### src/rtl/hwi_pkg.sv
package hwi_pkg;
   typedef enum logic [2:0] {
      ACC_NONE,
      ACC_RX_LO,
      ACC_RX_HI,
      ACC_TX_LO,
      ACC_TX_HI,
      ACC_CTRL
   } hwi_acc_e;
endpackage

### src/rtl/hwi_addr_decode.sv
module hwi_addr_decode #(
   parameter int ADDR_W = 8,
   parameter int BASE   = 'h40,
   parameter int NUM_RX = 2
) (
   input  logic [ADDR_W-1:0] bus_addr,
   input  logic              bus_rd,
   input  logic              bus_wr,
   output logic [NUM_RX-1:0] rd_rx,
   output logic              rd_upper,
   output logic              rd_ctrl,
   output logic              wr_tx_lo,
   output logic              wr_tx_hi,
   output logic              wr_ctrl
);
   import hwi_pkg::*;

   localparam logic [ADDR_W-1:0] TX_LO_A = ADDR_W'(BASE + 4*NUM_RX);
   localparam logic [ADDR_W-1:0] TX_HI_A = ADDR_W'(BASE + 4*NUM_RX + 2);
   localparam logic [ADDR_W-1:0] CTRL_A  = ADDR_W'(BASE + 4*NUM_RX + 4);

   logic [NUM_RX-1:0] hit_lo;
   logic [NUM_RX-1:0] hit_hi;
   hwi_acc_e          kind;

   for (genvar i = 0; i < NUM_RX; i++) begin : g_rx_hit
      localparam logic [ADDR_W-1:0] LO_A = ADDR_W'(BASE + 4*i);
      localparam logic [ADDR_W-1:0] HI_A = ADDR_W'(BASE + 4*i + 2);
      assign hit_lo[i] = (bus_addr == LO_A);
      assign hit_hi[i] = (bus_addr == HI_A);
   end

   always_comb begin
      kind = ACC_NONE;
      if (|hit_lo)                 kind = ACC_RX_LO;
      else if (|hit_hi)            kind = ACC_RX_HI;
      else if (bus_addr == TX_LO_A) kind = ACC_TX_LO;
      else if (bus_addr == TX_HI_A) kind = ACC_TX_HI;
      else if (bus_addr == CTRL_A)  kind = ACC_CTRL;
   end

   assign rd_rx    = bus_rd ? (hit_lo | hit_hi) : '0;
   assign rd_upper = bus_rd && (kind == ACC_RX_HI);
   assign rd_ctrl  = bus_rd && (kind == ACC_CTRL);
   assign wr_tx_lo = bus_wr && (kind == ACC_TX_LO);
   assign wr_tx_hi = bus_wr && (kind == ACC_TX_HI);
   assign wr_ctrl  = bus_wr && (kind == ACC_CTRL);
endmodule

### src/rtl/hwi_rx_slot.sv
module hwi_rx_slot #(
   parameter int WORD_W = 32,
   localparam int HALF_W = WORD_W / 2
) (
   input  logic              clk,
   input  logic              rst_n,
   input  logic              in_valid,
   input  logic [WORD_W-1:0] in_word,
   input  logic              rd_lo,
   input  logic              rd_hi,
   input  logic              ovr_clr,
   output logic              ready,
   output logic              overrun,
   output logic [HALF_W-1:0] lo_half,
   output logic [HALF_W-1:0] hi_half
);
   logic [WORD_W-1:0] word_q;
   logic [HALF_W-1:0] hi_shadow_q;
   logic              lo_seen_q;
   logic              ready_q;
   logic              ovr_q;

   always_ff @(posedge clk or negedge rst_n) begin
      if (!rst_n) begin
         word_q      <= '0;
         hi_shadow_q <= '0;
         lo_seen_q   <= 1'b0;
         ready_q     <= 1'b0;
         ovr_q       <= 1'b0;
      end else begin
         if (in_valid) word_q <= in_word;

         if (in_valid)   ready_q <= 1'b1;
         else if (rd_hi) ready_q <= 1'b0;

         if (in_valid && ready_q && !rd_hi) ovr_q <= 1'b1;
         else if (ovr_clr)                  ovr_q <= 1'b0;

         if (rd_lo) begin
            hi_shadow_q <= word_q[WORD_W-1:HALF_W];
            lo_seen_q   <= 1'b1;
         end else if (rd_hi) begin
            lo_seen_q   <= 1'b0;
         end
      end
   end

   assign ready   = ready_q;
   assign overrun = ovr_q;
   assign lo_half = word_q[HALF_W-1:0];
   assign hi_half = lo_seen_q ? hi_shadow_q : word_q[WORD_W-1:HALF_W];
endmodule

### src/rtl/hwi_tx_pack.sv
module hwi_tx_pack #(
   parameter int HALF_W = 16,
   localparam int WORD_W = 2 * HALF_W
) (
   input  logic              clk,
   input  logic              rst_n,
   input  logic              wr_lo,
   input  logic              wr_hi,
   input  logic [HALF_W-1:0] wdata,
   output logic [WORD_W-1:0] word,
   output logic              load
);
   logic [HALF_W-1:0] lo_q;
   logic              armed_q;
   logic [WORD_W-1:0] word_q;
   logic              load_q;

   always_ff @(posedge clk or negedge rst_n) begin
      if (!rst_n) begin
         lo_q    <= '0;
         armed_q <= 1'b0;
         word_q  <= '0;
         load_q  <= 1'b0;
      end else begin
         load_q <= 1'b0;
         if (wr_hi && armed_q) begin
            word_q  <= {wdata, lo_q};
            load_q  <= 1'b1;
            armed_q <= 1'b0;
         end else if (wr_lo) begin
            lo_q    <= wdata;
            armed_q <= 1'b1;
         end
      end
   end

   assign word = word_q;
   assign load = load_q;
endmodule

### src/rtl/hwi_arinc_host.sv
module hwi_arinc_host #(
   parameter int ADDR_W   = 8,
   parameter int DATA_W   = 16,
   parameter int NUM_RX   = 2,
   parameter int CTRL_W   = 8,
   parameter int RATE_BIT = 0,
   parameter int BASE     = 'h40,
   localparam int WORD_W  = 2 * DATA_W,
   localparam int PAD_W   = DATA_W - 2*NUM_RX - CTRL_W
) (
   input  logic                     clk,
   input  logic                     rst_n,
   input  logic [ADDR_W-1:0]        bus_addr,
   input  logic                     bus_rd,
   input  logic                     bus_wr,
   input  logic [DATA_W-1:0]        bus_wdata,
   output logic [DATA_W-1:0]        bus_rdata,
   input  logic [NUM_RX-1:0]        rx_valid,
   input  logic [NUM_RX*WORD_W-1:0] rx_word,
   output logic [NUM_RX-1:0]        rx_ready,
   output logic [NUM_RX-1:0]        rx_rd_en,
   output logic                     half_sel,
   output logic                     rx_rate_hi,
   output logic [CTRL_W-1:0]        ctrl_word,
   output logic [WORD_W-1:0]        tx_word,
   output logic                     tx_load
);
   if (NUM_RX < 1) begin : g_bad_rx
      $error("hwi_arinc_host: NUM_RX must be at least 1");
   end
   if (PAD_W < 1) begin : g_bad_status
      $error("hwi_arinc_host: status word cannot hold flags and control");
   end
   if (RATE_BIT >= CTRL_W) begin : g_bad_rate
      $error("hwi_arinc_host: RATE_BIT outside control word");
   end
   if (BASE % 2 != 0 || BASE + 4*NUM_RX + 4 >= (1 << ADDR_W)) begin : g_bad_base
      $error("hwi_arinc_host: BASE misaligned or map exceeds address space");
   end

   logic [NUM_RX-1:0] rd_rx;
   logic              rd_upper, rd_ctrl, wr_tx_lo, wr_tx_hi, wr_ctrl;
   logic [NUM_RX-1:0] ovr;
   logic [DATA_W-1:0] lo_half [NUM_RX];
   logic [DATA_W-1:0] hi_half [NUM_RX];
   logic [CTRL_W-1:0] ctrl_q;
   logic [DATA_W-1:0] rd_val;
   logic [DATA_W-1:0] rdata_q;

   hwi_addr_decode #(.ADDR_W(ADDR_W), .BASE(BASE), .NUM_RX(NUM_RX)) u_dec (
      .bus_addr (bus_addr),
      .bus_rd   (bus_rd),
      .bus_wr   (bus_wr),
      .rd_rx    (rd_rx),
      .rd_upper (rd_upper),
      .rd_ctrl  (rd_ctrl),
      .wr_tx_lo (wr_tx_lo),
      .wr_tx_hi (wr_tx_hi),
      .wr_ctrl  (wr_ctrl)
   );

   for (genvar i = 0; i < NUM_RX; i++) begin : g_rx
      hwi_rx_slot #(.WORD_W(WORD_W)) u_slot (
         .clk      (clk),
         .rst_n    (rst_n),
         .in_valid (rx_valid[i]),
         .in_word  (rx_word[i*WORD_W +: WORD_W]),
         .rd_lo    (rd_rx[i] && !rd_upper),
         .rd_hi    (rd_rx[i] && rd_upper),
         .ovr_clr  (rd_ctrl),
         .ready    (rx_ready[i]),
         .overrun  (ovr[i]),
         .lo_half  (lo_half[i]),
         .hi_half  (hi_half[i])
      );
   end

   hwi_tx_pack #(.HALF_W(DATA_W)) u_tx (
      .clk   (clk),
      .rst_n (rst_n),
      .wr_lo (wr_tx_lo),
      .wr_hi (wr_tx_hi),
      .wdata (bus_wdata),
      .word  (tx_word),
      .load  (tx_load)
   );

   always_ff @(posedge clk or negedge rst_n) begin
      if (!rst_n)       ctrl_q <= '0;
      else if (wr_ctrl) ctrl_q <= bus_wdata[CTRL_W-1:0];
   end

   always_comb begin
      rd_val = '0;
      for (int i = 0; i < NUM_RX; i++) begin
         if (rd_rx[i]) rd_val = rd_upper ? hi_half[i] : lo_half[i];
      end
      if (rd_ctrl) rd_val = {ovr, rx_ready, {PAD_W{1'b0}}, ctrl_q};
   end

   always_ff @(posedge clk or negedge rst_n) begin
      if (!rst_n)      rdata_q <= '0;
      else if (bus_rd) rdata_q <= rd_val;
   end

   assign bus_rdata  = rdata_q;
   assign rx_rd_en   = rd_rx;
   assign half_sel   = rd_upper;
   assign ctrl_word  = ctrl_q;
   assign rx_rate_hi = ctrl_q[RATE_BIT];
endmodule

### config.mk
export PLATFORM = sky130hd
export DESIGN_NAME = hwi_arinc_host
export DESIGN_NICKNAME = d
export VERILOG_FILES = /design/src/rtl/hwi_pkg.sv /design/src/rtl/hwi_addr_decode.sv /design/src/rtl/hwi_rx_slot.sv /design/src/rtl/hwi_tx_pack.sv /design/src/rtl/hwi_arinc_host.sv
export SDC_FILE = /design/constraint.sdc
export NUM_CORES = 1
export LEC_CHECK = 0
export CORE_UTILIZATION = 35
export CTS_BUF_LIST = sky130_fd_sc_hd__clkbuf_16
export DETAILED_ROUTE_END_ITERATION = 7
export PLACE_DENSITY_LB_ADDON = 0.2
export SYNTH_ARGS = -nofsm -noshare
export SYNTH_HDL_FRONTEND = slang
export SYNTH_SLANG_ARGS = --single-unit
### constraint.sdc
create_clock -name clk -period 2.7 [get_ports clk]
set_input_delay 0.405 -clock clk [delete_from_list [all_inputs] [get_ports clk]]
set_output_delay 0.405 -clock clk [all_outputs]
set_load 0.05 [all_outputs]
==> impl_metrics.csv, run 1 <==
group,metric,value,unit
routing,wl_per_cell,18.6,µm
setup_path,crit_path_end_kind,"output port",
clocking,post-cts-setup-buffers,0,
timing,min_period_over_period,0.960,
setup_path,worst-setup-path-type,"in -> out",
pwr,power_leakage,4.60,nW
floorplan,io_pins,157,
logic_synthesis,syn_nets,645,
timing,rsz0062_at_grt,"false",
finish,utilization,0.477,
setup_path,critPathMaxFanout,6,
timing,min_period,2.59,ns
clocking,cts_root_buf,"clkbuf_16",
clocking,cts_sinks,176,
clocking,path_clk_slew,0.08,ns
clocking,htree_levels,4,
pwr,powerDensity,603,nW/µm²
finish,nNetsFinal,809,
routing,vias,4914,
floorplan,die_w,150,µm
logic_synthesis,netlist_instances,551,
floorplan,fp-row-count,53,
pwr,total_power,6.13,mW
setup_path,critPathRequiredTime,2.30,ns
floorplan,dieArea,22500,µm²
routing,viasPerCell,4.90,
finish,drive_gt1_frac,0.326,
placement,portBuffers,156,
timing,worst_pin_slew,0.890,ns
logic_synthesis,seq_area_frac_synth,0.574,
pwr,peakVddDrop,0.393,mV
status,status,"finished clean",
routing,ant_nets,0,
timing,tns,0,ns
clocking,cts_resized,0,
setup_path,arrival,2.19,ns
setup_path,crit_buf_inv,3,
grt,grt_pass1_wl,29500,µm
setup_path,crit_chain,"clkdlybuf4s50_1 -> or4_4 -> or3_1 -> inv_1 -> buf_12",
routing,dr.pass1.iters,6,
logic_synthesis,synth_cell_types,44,
timing,max_freq,386,MHz
routing,remaining_drc_errors,0,
clocking,cts_tree,"built",
placement,dp_slack,0.119,ns
grt,grt_max_degree,62,
timing,hold_violations,0,
logic_synthesis,synth_area,7680,µm²
worst_hold_path,min_path_type,"reg -> reg",
clocking,clkLatencyLatePin,0.42,ns
placement,dp_cells,970,
setup_path,slowest_delay,0.60,ns
grt,grt_util_all_layers,0.175,
clocking,clock_path_buffers,2,
floorplan,fp.dieH,150,µm
timing,maxSlewViolCount,0,
timing,finalSetupViolCount,0,
setup_path,crit_slowest_cell,"or4_4",
timing,setup_ws,0.107,ns
finish,antenna_cells,0,
grt,gr-total-overflow,0,
placement,hpwlAfterDp,13400,µm
logic_synthesis,synth.ff_latch_count,176,
finish,syn_to_final_growth,32.2,%
floorplan,core,21300,µm²
logic_synthesis,yosysWarnings,0,
grt,antenna_found_initial,0,
clocking,cts_buffers,17,
placement,place_congestion,0.813,
logic_synthesis,avgSynthCellArea,13.9,µm²
finish,layoutNonFillerInstCount,1003,
routing,totalWireLength,18700,µm
timing,fin_worst_skew,0.0110,ns
setup_path,crit_family,"simple AND/OR/NAND/NOR gates",
timing,relSlewSlack,0.407,
floorplan,start_util,0.361,
job,maxCapViolations,0,
setup_path,start_kind,"input port",
grt,grt_pass1_vias,5375,
routing,drtIter0Drc,195,
-- cell type report --
cell class	instances	area, µm²
fillers	1866	11100
clock buffers	17	425
repair buffers	177	1790
inverters	6	22.5
clock inverters	15	163
multi-input cells	337	3010
well taps	275	344
flip-flops and latches	176	4400
-- cells in the final DEF, fill, tap and decap left out, types with 6 or more instances in the layout --
cell,n
nand2_1,30
nand3_1,13
a21oi_1,14
buf_4,17
nor2_1,27
dfrtp_1,176
mux2_2,165
a221oi_1,10
mux2i_1,33
o21ai_0,8
clkbuf_16,17
clkdlybuf4s50_1,151
buf_12,6
inv_1,6
-- cells in the mapped netlist --
| cell type | instances | area share |
|---|---|---|
| a21o_1 | 2 | 0.0020 |
| a21oi_1 | 14 | 0.0091 |
| a221o_1 | 1 | 0.0013 |
| a221oi_1 | 10 | 0.011 |
| a22oi_1 | 4 | 0.0039 |
| a31o_2 | 1 | 0.0011 |
| a32o_1 | 2 | 0.0026 |
| a41oi_1 | 1 | 0.0011 |
| and3_1 | 1 | 0.00082 |
| and4bb_2 | 1 | 0.0016 |
| buf_1 | 1 | 0.00049 |
| buf_2 | 4 | 0.0026 |
| buf_4 | 3 | 0.0029 |
| buf_6 | 6 | 0.0088 |
| clkbuf_1 | 11 | 0.0054 |
| clkbuf_8 | 6 | 0.011 |
| dfrtp_1 | 176 | 0.57 |
| dlygate4sd1_1 | 1 | 0.0011 |
| inv_1 | 6 | 0.0029 |
| mux2_1 | 1 | 0.0015 |
| mux2_2 | 165 | 0.24 |
| mux2i_1 | 33 | 0.043 |
| nand2_1 | 30 | 0.015 |
| nand2_2 | 3 | 0.0024 |
| nand2b_1 | 1 | 0.00082 |
| nand3_1 | 13 | 0.0085 |
| nand3_2 | 1 | 0.0013 |
| nand3b_1 | 1 | 0.00098 |
| nand4_1 | 1 | 0.00082 |
| nand4_2 | 1 | 0.0016 |
| nor2_1 | 27 | 0.013 |
| nor2_4 | 1 | 0.0015 |
| nor2b_1 | 2 | 0.0016 |
| nor3_1 | 3 | 0.0020 |
| nor3_4 | 1 | 0.0021 |
| nor4_1 | 1 | 0.00082 |
| nor4_4 | 1 | 0.0028 |
| nor4b_4 | 1 | 0.0031 |
| o21ai_0 | 8 | 0.0052 |
| o221a_2 | 1 | 0.0015 |
| or3_1 | 1 | 0.00082 |
| or4_1 | 1 | 0.00098 |
| or4_4 | 1 | 0.0015 |
| or4b_4 | 1 | 0.0018 |
-- power breakdown --
part           total, mW  leakage, nW  switching [mW]  internal, mW
clock               2.42        0.290            1.18          1.24
sequential          2.90         2.25           0.103          2.80
combinational      0.802         2.06           0.398         0.404
total               6.13         4.60            1.68          4.45
-- state kept, by name, indices dropped and copies added (netlist names) --
name / flops
g_rx.u_slot.ready: 2
g_rx.u_slot.lo_seen_q: 2
bus_rdata: 16
g_rx.u_slot.hi_shadow_q: 32
u_tx.lo_q: 16
u_tx.armed_q: 1
u_tx.load: 1
ctrl_word: 8
u_tx.word: 32
g_rx.u_slot.overrun: 2
g_rx.u_slot.word_q: 64
-- stage by stage --
stage	hold WS, ns	area, µm²
floorplan	0.109	7680
global placement	0.418	9560
detailed placement	0.432	9560
CTS	0.499	10200
global route	0.516	10200
finish	0.493	10200
-- timing repair --
action,in CTS,in global routing
hold endpoints to repair,57,0
endpoints found under the setup margin,0,0
hold buffers,1,0
-- cells by family (layout without fill, tap and decap cells) --
kind of cell / Yosys count / count (layout) / synth area share
flip-flops: 176 / 176 / 0.574
AO/OA/AOI/OAI: 44 / 44 / 0.0393
multiplexers: 199 / 199 / 0.286
AND/OR/NAND/NOR: 94 / 94 / 0.0657
buffers and inverters: 38 / 215 / 0.0350
-- routing by layer --
| metal | share of wire | GRT usage | vias to the layer above |
|---|---|---|---|
| li1 | - | - | 2313 |
| met4 | 0.0071 | 0.0394 | 0 |
| met5 | 0 | 0 | - |
| met1 | 0.43 | 0.225 | 2481 |
| met2 | 0.49 | 0.288 | 112 |
| met3 | 0.067 | 0.0545 | 8 |
-- path summary, 6_finish.rpt --
check	startpoint	endpoint	slack [ns]	cells after the start
worst min-delay path	u_tx.word[27]	u_tx.word[27]	0.49	1
worst max register to register	g_rx[1].u_slot.lo_seen_q	bus_rdata[4]	1.16	5
min in group asynchronous	rst_n	g_rx[1].u_slot.word_q[20]	0.53	2
worst min register to register	u_tx.word[27]	u_tx.word[27]	0.49	1
worst max-delay path	bus_addr[0]	rx_rd_en[0]	0.11	5
max in group asynchronous	rst_n	ctrl_word[2]	1.45	3
(Power assumes the default switching activity.)
==> run 2: changes to the inputs <==
ABC_AREA = 1   (was not set)
SETUP_SLACK_MARGIN = 0.15   (was not set)
==> impl_metrics.csv, run 2 <==
group,metric,value,unit
clocking,cts_buffers,17,
setup_path,crit_path_end_kind,"output port",
placement,hpwlAfterDp,14500,µm
pwr,power_leakage,4.93,nW
clocking,cts_resized,0,
setup_path,slowest_delay,0.47,ns
floorplan,dieArea,22700,µm²
status,status,"finished clean",
logic_synthesis,yosysMostFrequentCell,"nand2_1",
finish,mostFrequentLayoutCell,"nand2_1",
floorplan,fp.dieH,151,µm
placement,place_congestion,0.808,
logic_synthesis,synth_area_leaders,"dfrtp_1, nand2_1, o21ai_0",
pwr,powerDensity,589,nW/µm²
logic_synthesis,seq_area_frac_synth,0.570,
floorplan,io_pins,157,
clocking,clkLatencyLatePin,0.42,ns
grt,antenna_found_initial,0,
finish,layoutNonFillerInstCount,1363,
job,maxCapViolations,0,
logic_synthesis,synth_ff_type,"dfrtp_1",
timing,maxSlewViolCount,0,
setup_path,critPathMaxFanout,8,
grt,grt_max_degree,64,
timing,fin_worst_skew,0.00882,ns
floorplan,fp-row-count,53,
finish,largest_reg_flops,64,
finish,layout_common_cells,"nand2_1, dfrtp_1, clkdlybuf4s50_1",
logic_synthesis,synth.ff_latch_count,176,
clocking,cts_root_buf,"clkbuf_16",
finish,nNetsFinal,1169,
clocking,htree_levels,4,
clocking,post-cts-setup-buffers,0,
setup_path,arrival,1.90,ns
logic_synthesis,synth_mux_area_frac,0,
setup_path,crit_family,"simple AND/OR/NAND/NOR gates",
logic_synthesis,yosysTopAreaCellShare,0.570,
clocking,cts_tree,"built",
grt,gr-total-overflow,0,
worst_hold_path,min_path_type,"reg -> reg",
floorplan,start_util,0.362,
finish,drive_gt1_frac,0.0827,
floorplan,die_w,151,µm
logic_synthesis,synth-compound-area-share,0.105,
setup_path,start_kind,"input port",
finish,utilization,0.476,
logic_synthesis,netlist_instances,930,
placement,portBuffers,156,
timing,tns,0,ns
routing,vias,6385,
timing,hold_violations,0,
timing,rsz0062_at_grt,"false",
logic_synthesis,avgSynthCellArea,8.31,µm²
logic_synthesis,synth_edf_count,0,
logic_synthesis,yosys.area_share.simple,0.259,
timing,min_period_over_period,0.853,
grt,grt_pass1_wl,33100,µm
setup_path,crit_slowest_cell,"nor4_4",
logic_synthesis,synth_common_cells,"nand2_1, dfrtp_1, o21ai_0",
floorplan,core,21400,µm²
pwr,peakVddDrop,0.389,mV
setup_path,crit_chain,"clkdlybuf4s50_1 -> nor2_2 -> nand3_4 -> nor4_4 -> buf_12",
routing,ant_nets,0,
grt,grt_util_all_layers,0.191,
finish,regMostFlops,"g_rx.u_slot.word_q",
setup_path,critPathRequiredTime,2.30,ns
logic_synthesis,async_flop_share,1.00,
routing,drtIter0Drc,389,
finish,syn_to_final_growth,31.7,%
timing,worst_pin_slew,0.623,ns
timing,min_period,2.30,ns
routing,viasPerCell,4.68,
clocking,clock_path_buffers,2,
timing,finalSetupViolCount,0,
routing,totalWireLength,20400,µm
placement,dp_cells,1330,
logic_synthesis,synthXorXnorAreaFrac,0,
logic_synthesis,synth_cell_types,26,
routing,wl_per_cell,15.0,µm
grt,grt_pass1_vias,6315,
routing,remaining_drc_errors,0,
logic_synthesis,yosysWarnings,0,
logic_synthesis,yosysTopAreaCell,"dfrtp_1",
timing,relSlewSlack,0.585,
logic_synthesis,synth_top_family_by_area,"simple AND/OR/NAND/NOR gates",
setup_path,worst-setup-path-type,"in -> out",
logic_synthesis,yosys.area_share.adder,0,
finish,antenna_cells,0,
timing,max_freq,434,MHz
logic_synthesis,syn_nets,1024,
setup_path,crit_buf_inv,2,
clocking,path_clk_slew,0.07,ns
clocking,cts_sinks,176,
logic_synthesis,synth_area,7720,µm²
routing,dr.pass1.iters,5,
[run 2: cell count changes after synthesis, moves of 16 or more]
cell | before | now
nand3_1 | 13 | 43
o21ai_1 | 0 | 27
mux2_2 | 165 | 0
nand2_1 | 30 | 393
inv_1 | 6 | 58
o21ai_0 | 8 | 89
o21ai_2 | 0 | 16
mux2i_1 | 33 | 0
[run 2: final timing paths]
kind | from | to | slack, ns | cells after the start
max in group asynchronous | rst_n | ctrl_word[2] | 1.37 | 3
min in group asynchronous | rst_n | g_rx[1].u_slot.word_q[10] | 0.52 | 2
hold reg to reg | u_tx.word[8] | u_tx.word[8] | 0.47 | 2
setup reg to reg | g_rx[0].u_slot.lo_seen_q | bus_rdata[3] | 1.09 | 6
hold / removal | u_tx.word[8] | u_tx.word[8] | 0.47 | 2
setup / recovery | bus_addr[5] | rx_rd_en[1] | 0.40 | 5
[run 2: power breakdown]
group | switching, mW | leakage [nW] | internal (mW)
Sequential | 0.0887 | 2.29 | 2.80
Combinational | 0.445 | 2.36 | 0.304
Clock | 1.08 | 0.277 | 1.28
[run 2: timing repair]
| action | CTS | global route |
|---|---|---|
| hold buffers | 1 | 0 |
| endpoints found under the hold margin | 36 | 0 |
| endpoints found under the setup margin | 0 | 0 |
[run 2: per-layer routing]
metal | track usage | vias up | wire length [µm]
met5 | 0 | - | 0
met4 | 0.0616 | 0 | 348
met3 | 0.0500 | 22 | 1340
met2 | 0.292 | 143 | 9080
met1 | 0.263 | 2992 | 9640
li1 | - | 3228 | -
[run 2: kinds of logic (layout without fill, tap and decap cells)]
logic type / count (synthesis) / after routing
AOI/OAI and AO/OA: 150 / 150
buffers and inverters: 119 / 277
DFF: 176 / 176
and+or+nand+nor: 485 / 485
[run 2: area by class of cell]
class                   count  area [µm²]
flip-flops and latches    176        4400
well taps                 275         344
inverters                  65         244
clock inverters            15         135
clock buffers              17         425
repair buffers            180        1800
fillers                  2114       11200
multi-input cells         635        2820
[run 2: worst register-to-register path, cell delays in order (launching register included)]
cell     delay, ns
dfrtp_1       0.62
buf_4         0.30
nor2_1        0.07
a21oi_1       0.18
o21ai_0       0.15
nand2_1       0.10
nand4_1       0.07
[run 2: through the flow]
stage | worst slack [ns] | hold slack, ns | area (µm²) | total power, mW
floorplan | 0.801 | 0.109 | 7720 | 3.32
global route | 0.316 | 0.490 | 10200 | 6.27
finish | 0.396 | 0.472 | 10200 | 5.99
global placement | 0.263 | 0.444 | 9600 | 3.68
CTS | 0.376 | 0.475 | 10200 | 6.07
detailed placement | 0.235 | 0.440 | 9600 | 3.69
==> run 3: changes to the inputs <==
ABC_AREA = not set   (was 1)
==> impl_metrics.csv, run 3 (synthesized netlist as in run 1, its figures left out) <==
group,metric,value,unit
status,status,"finished clean",
finish,regMostFlops,"g_rx.u_slot.word_q",
timing,fin_worst_skew,0.0112,ns
setup_path,r2r_cells,5,
floorplan,start_util,0.361,
setup_path,worst-setup-path-type,"in -> out",
floorplan,fp-row-count,53,
floorplan,fp.dieH,150,µm
routing,dr.pass1.iters,4,
finish,antenna_cells,0,
setup_path,worst_r2r_endpoint,"bus_rdata[4]",
worst_hold_path,holdPathStages,1,
setup_path,arrival,2.06,ns
routing,wl_met3,1310,µm
grt,grt_pass1_wl,29500,µm
routing,remaining_drc_errors,0,
setup_path,critPathRequiredTime,2.30,ns
routing,ant_nets,0,
routing,met1_length,8020,µm
finish,filler_cell_count,1865,
timing,max_freq,405,MHz
floorplan,core,21300,µm²
routing,wl_met2,9230,µm
setup_path,crit_buf_inv,3,
finish,syn_to_final_growth,32.4,%
floorplan,io_pins,157,
pwr,power_leakage,4.61,nW
timing,relSlewSlack,0.402,
setup_path,critPathMaxFanout,6,
timing,maxSlewViolCount,0,
placement,portBuffers,156,
pwr,peakVddDrop,0.393,mV
finish,layoutNonFillerInstCount,1004,
finish,largest_reg_flops,64,
clocking,cts_buffers,17,
timing,tns,0,ns
timing,worst_pin_slew,0.896,ns
clocking,cts_sinks,176,
routing,totalWireLength,18700,µm
routing,vias,4927,
finish,drive_gt1_frac,0.329,
routing,drtIter0Drc,193,
grt,antenna_found_initial,0,
worst_hold_path,min_path_type,"reg -> reg",
finish,stdcell_area,10200,µm²
clocking,htree_levels,4,
setup_path,slowest_delay,0.60,ns
clocking,clkLatencyLatePin,0.42,ns
clocking,cts_root_buf,"clkbuf_16",
setup_path,crit_path_end_kind,"output port",
routing,viasPerCell,4.91,
grt,grt_pass1_vias,5383,
routing,highest_layer,"met4",
routing,wl_per_cell,18.6,µm
finish,layout_common_cells,"dfrtp_1, mux2_2, clkdlybuf4s50_1",
pwr,powerDensity,603,nW/µm²
timing,min_period_over_period,0.915,
worst_hold_path,holdCritStartpoint,"u_tx.word[27]",
clocking,path_clk_slew,0.08,ns
floorplan,die_w,150,µm
setup_path,regToRegStartpoint,"g_rx[1].u_slot.lo_seen_q",
placement,place_congestion,0.813,
clocking,cts_tree,"built",
setup_path,crit_chain,"clkdlybuf4s50_1 -> or4_4 -> or3_4 -> inv_2 -> buf_12",
floorplan,dieArea,22500,µm²
clocking,clock_path_buffers,2,
job,maxCapViolations,0,
finish,mostFrequentLayoutCell,"dfrtp_1",
setup_path,crit_family,"simple AND/OR/NAND/NOR gates",
timing,rsz0062_at_grt,"false",
timing,finalSetupViolCount,0,
grt,grt_max_degree,62,
timing,min_period,2.47,ns
setup_path,cp_num_cells,5,
placement,dpl_cell_area,9560,µm²
grt,gr-total-overflow,0,
setup_path,crit_slowest_cell,"or4_4",
timing,hold_violations,0,
placement,dp_cells,970,
setup_path,start_kind,"input port",
grt,grt_util_all_layers,0.175,
finish,nNetsFinal,810,
worst_hold_path,holdPathEnd,"u_tx.word[27]",
setup_path,r2r_slack,1.15,ns
placement,hpwlAfterDp,13400,µm
run 3: cell count changes in the layout (fill, tap and decap cells not counted), sizes merged, moves of 3 or more:
| cell | before | now |
|---|---|---|
| nand2 | 395 | 33 |
| nand4 | 15 | 2 |
| mux2 | 0 | 166 |
| nand3 | 44 | 14 |
| inv | 69 | 13 |
| a22oi | 1 | 4 |
| o21ai | 132 | 8 |
| a221oi | 0 | 10 |
| a21oi | 17 | 14 |
| mux2i | 0 | 33 |
run 3: worst max path at each step:
stage           startpoint          end  slack, ns
5_1_grt        bus_addr[5]  rx_rd_en[0]       0.19
3_5_place_dp   bus_addr[5]  rx_rd_en[0]       0.12
4_1_cts        bus_addr[0]  rx_rd_en[0]       0.18
2_1_floorplan  bus_addr[0]  rx_rd_en[1]       0.51
3_3_place_gp   bus_addr[0]  rx_rd_en[0]       0.14
6_report       bus_addr[5]  rx_rd_en[0]       0.23
run 3: what timing repair did:
item | CTS | global route
hold endpoints to repair | 57 | 0
pin swaps | 0 | 2
resized for setup | 1 | 1
hold buffers | 1 | 0
setup buffers | 0 | 1
endpoints found under the setup margin | 1 | 1
run 3: routing by layer:
layer  vias to the layer above  GRT usage
li1                       2319          -
met3                         8     0.0545
met5                         -          0
met4                         0     0.0394
met2                       116      0.289
met1                      2484      0.225
run 3: report_power, final:
group          switching (mW)  total, mW  internal [mW]
clock network            1.18       2.42           1.24
logic                   0.399      0.804          0.405
registers               0.103       2.90           2.80
total                    1.68       6.13           4.45
run 3: worst register-to-register path, stage by stage (launching register included):
cell,delay [ns]
dfrtp_1,0.52
buf_4,0.30
mux2i_1,0.13
nand2_1,0.08
nand3_1,0.13
a221oi_1,0.30
run 3: through the flow:
| step | utilization | hold slack [ns] | power (mW) | setup slack (ns) |
|---|---|---|---|---|
| floorplan | - | 0.109 | 3.38 | 0.506 |
| global placement | 0.449 | 0.418 | 3.74 | 0.138 |
| detailed placement | 0.449 | 0.432 | 3.77 | 0.119 |
| CTS | 0.477 | 0.499 | 6.22 | 0.176 |
| global route | 0.478 | 0.516 | 6.40 | 0.185 |
| finish | 0.478 | 0.493 | 6.13 | 0.230 |
run 3: final cells by class:
class                   instances  area, µm²  share of cell area
clock inverters                15        163              0.0160
multi-input cells             337       3020               0.297
well taps                     275        344              0.0338
flip-flops and latches        176       4400               0.433
repair buffers                178       1790               0.176
clock buffers                  17        425              0.0418
inverters                       6       22.5             0.00222
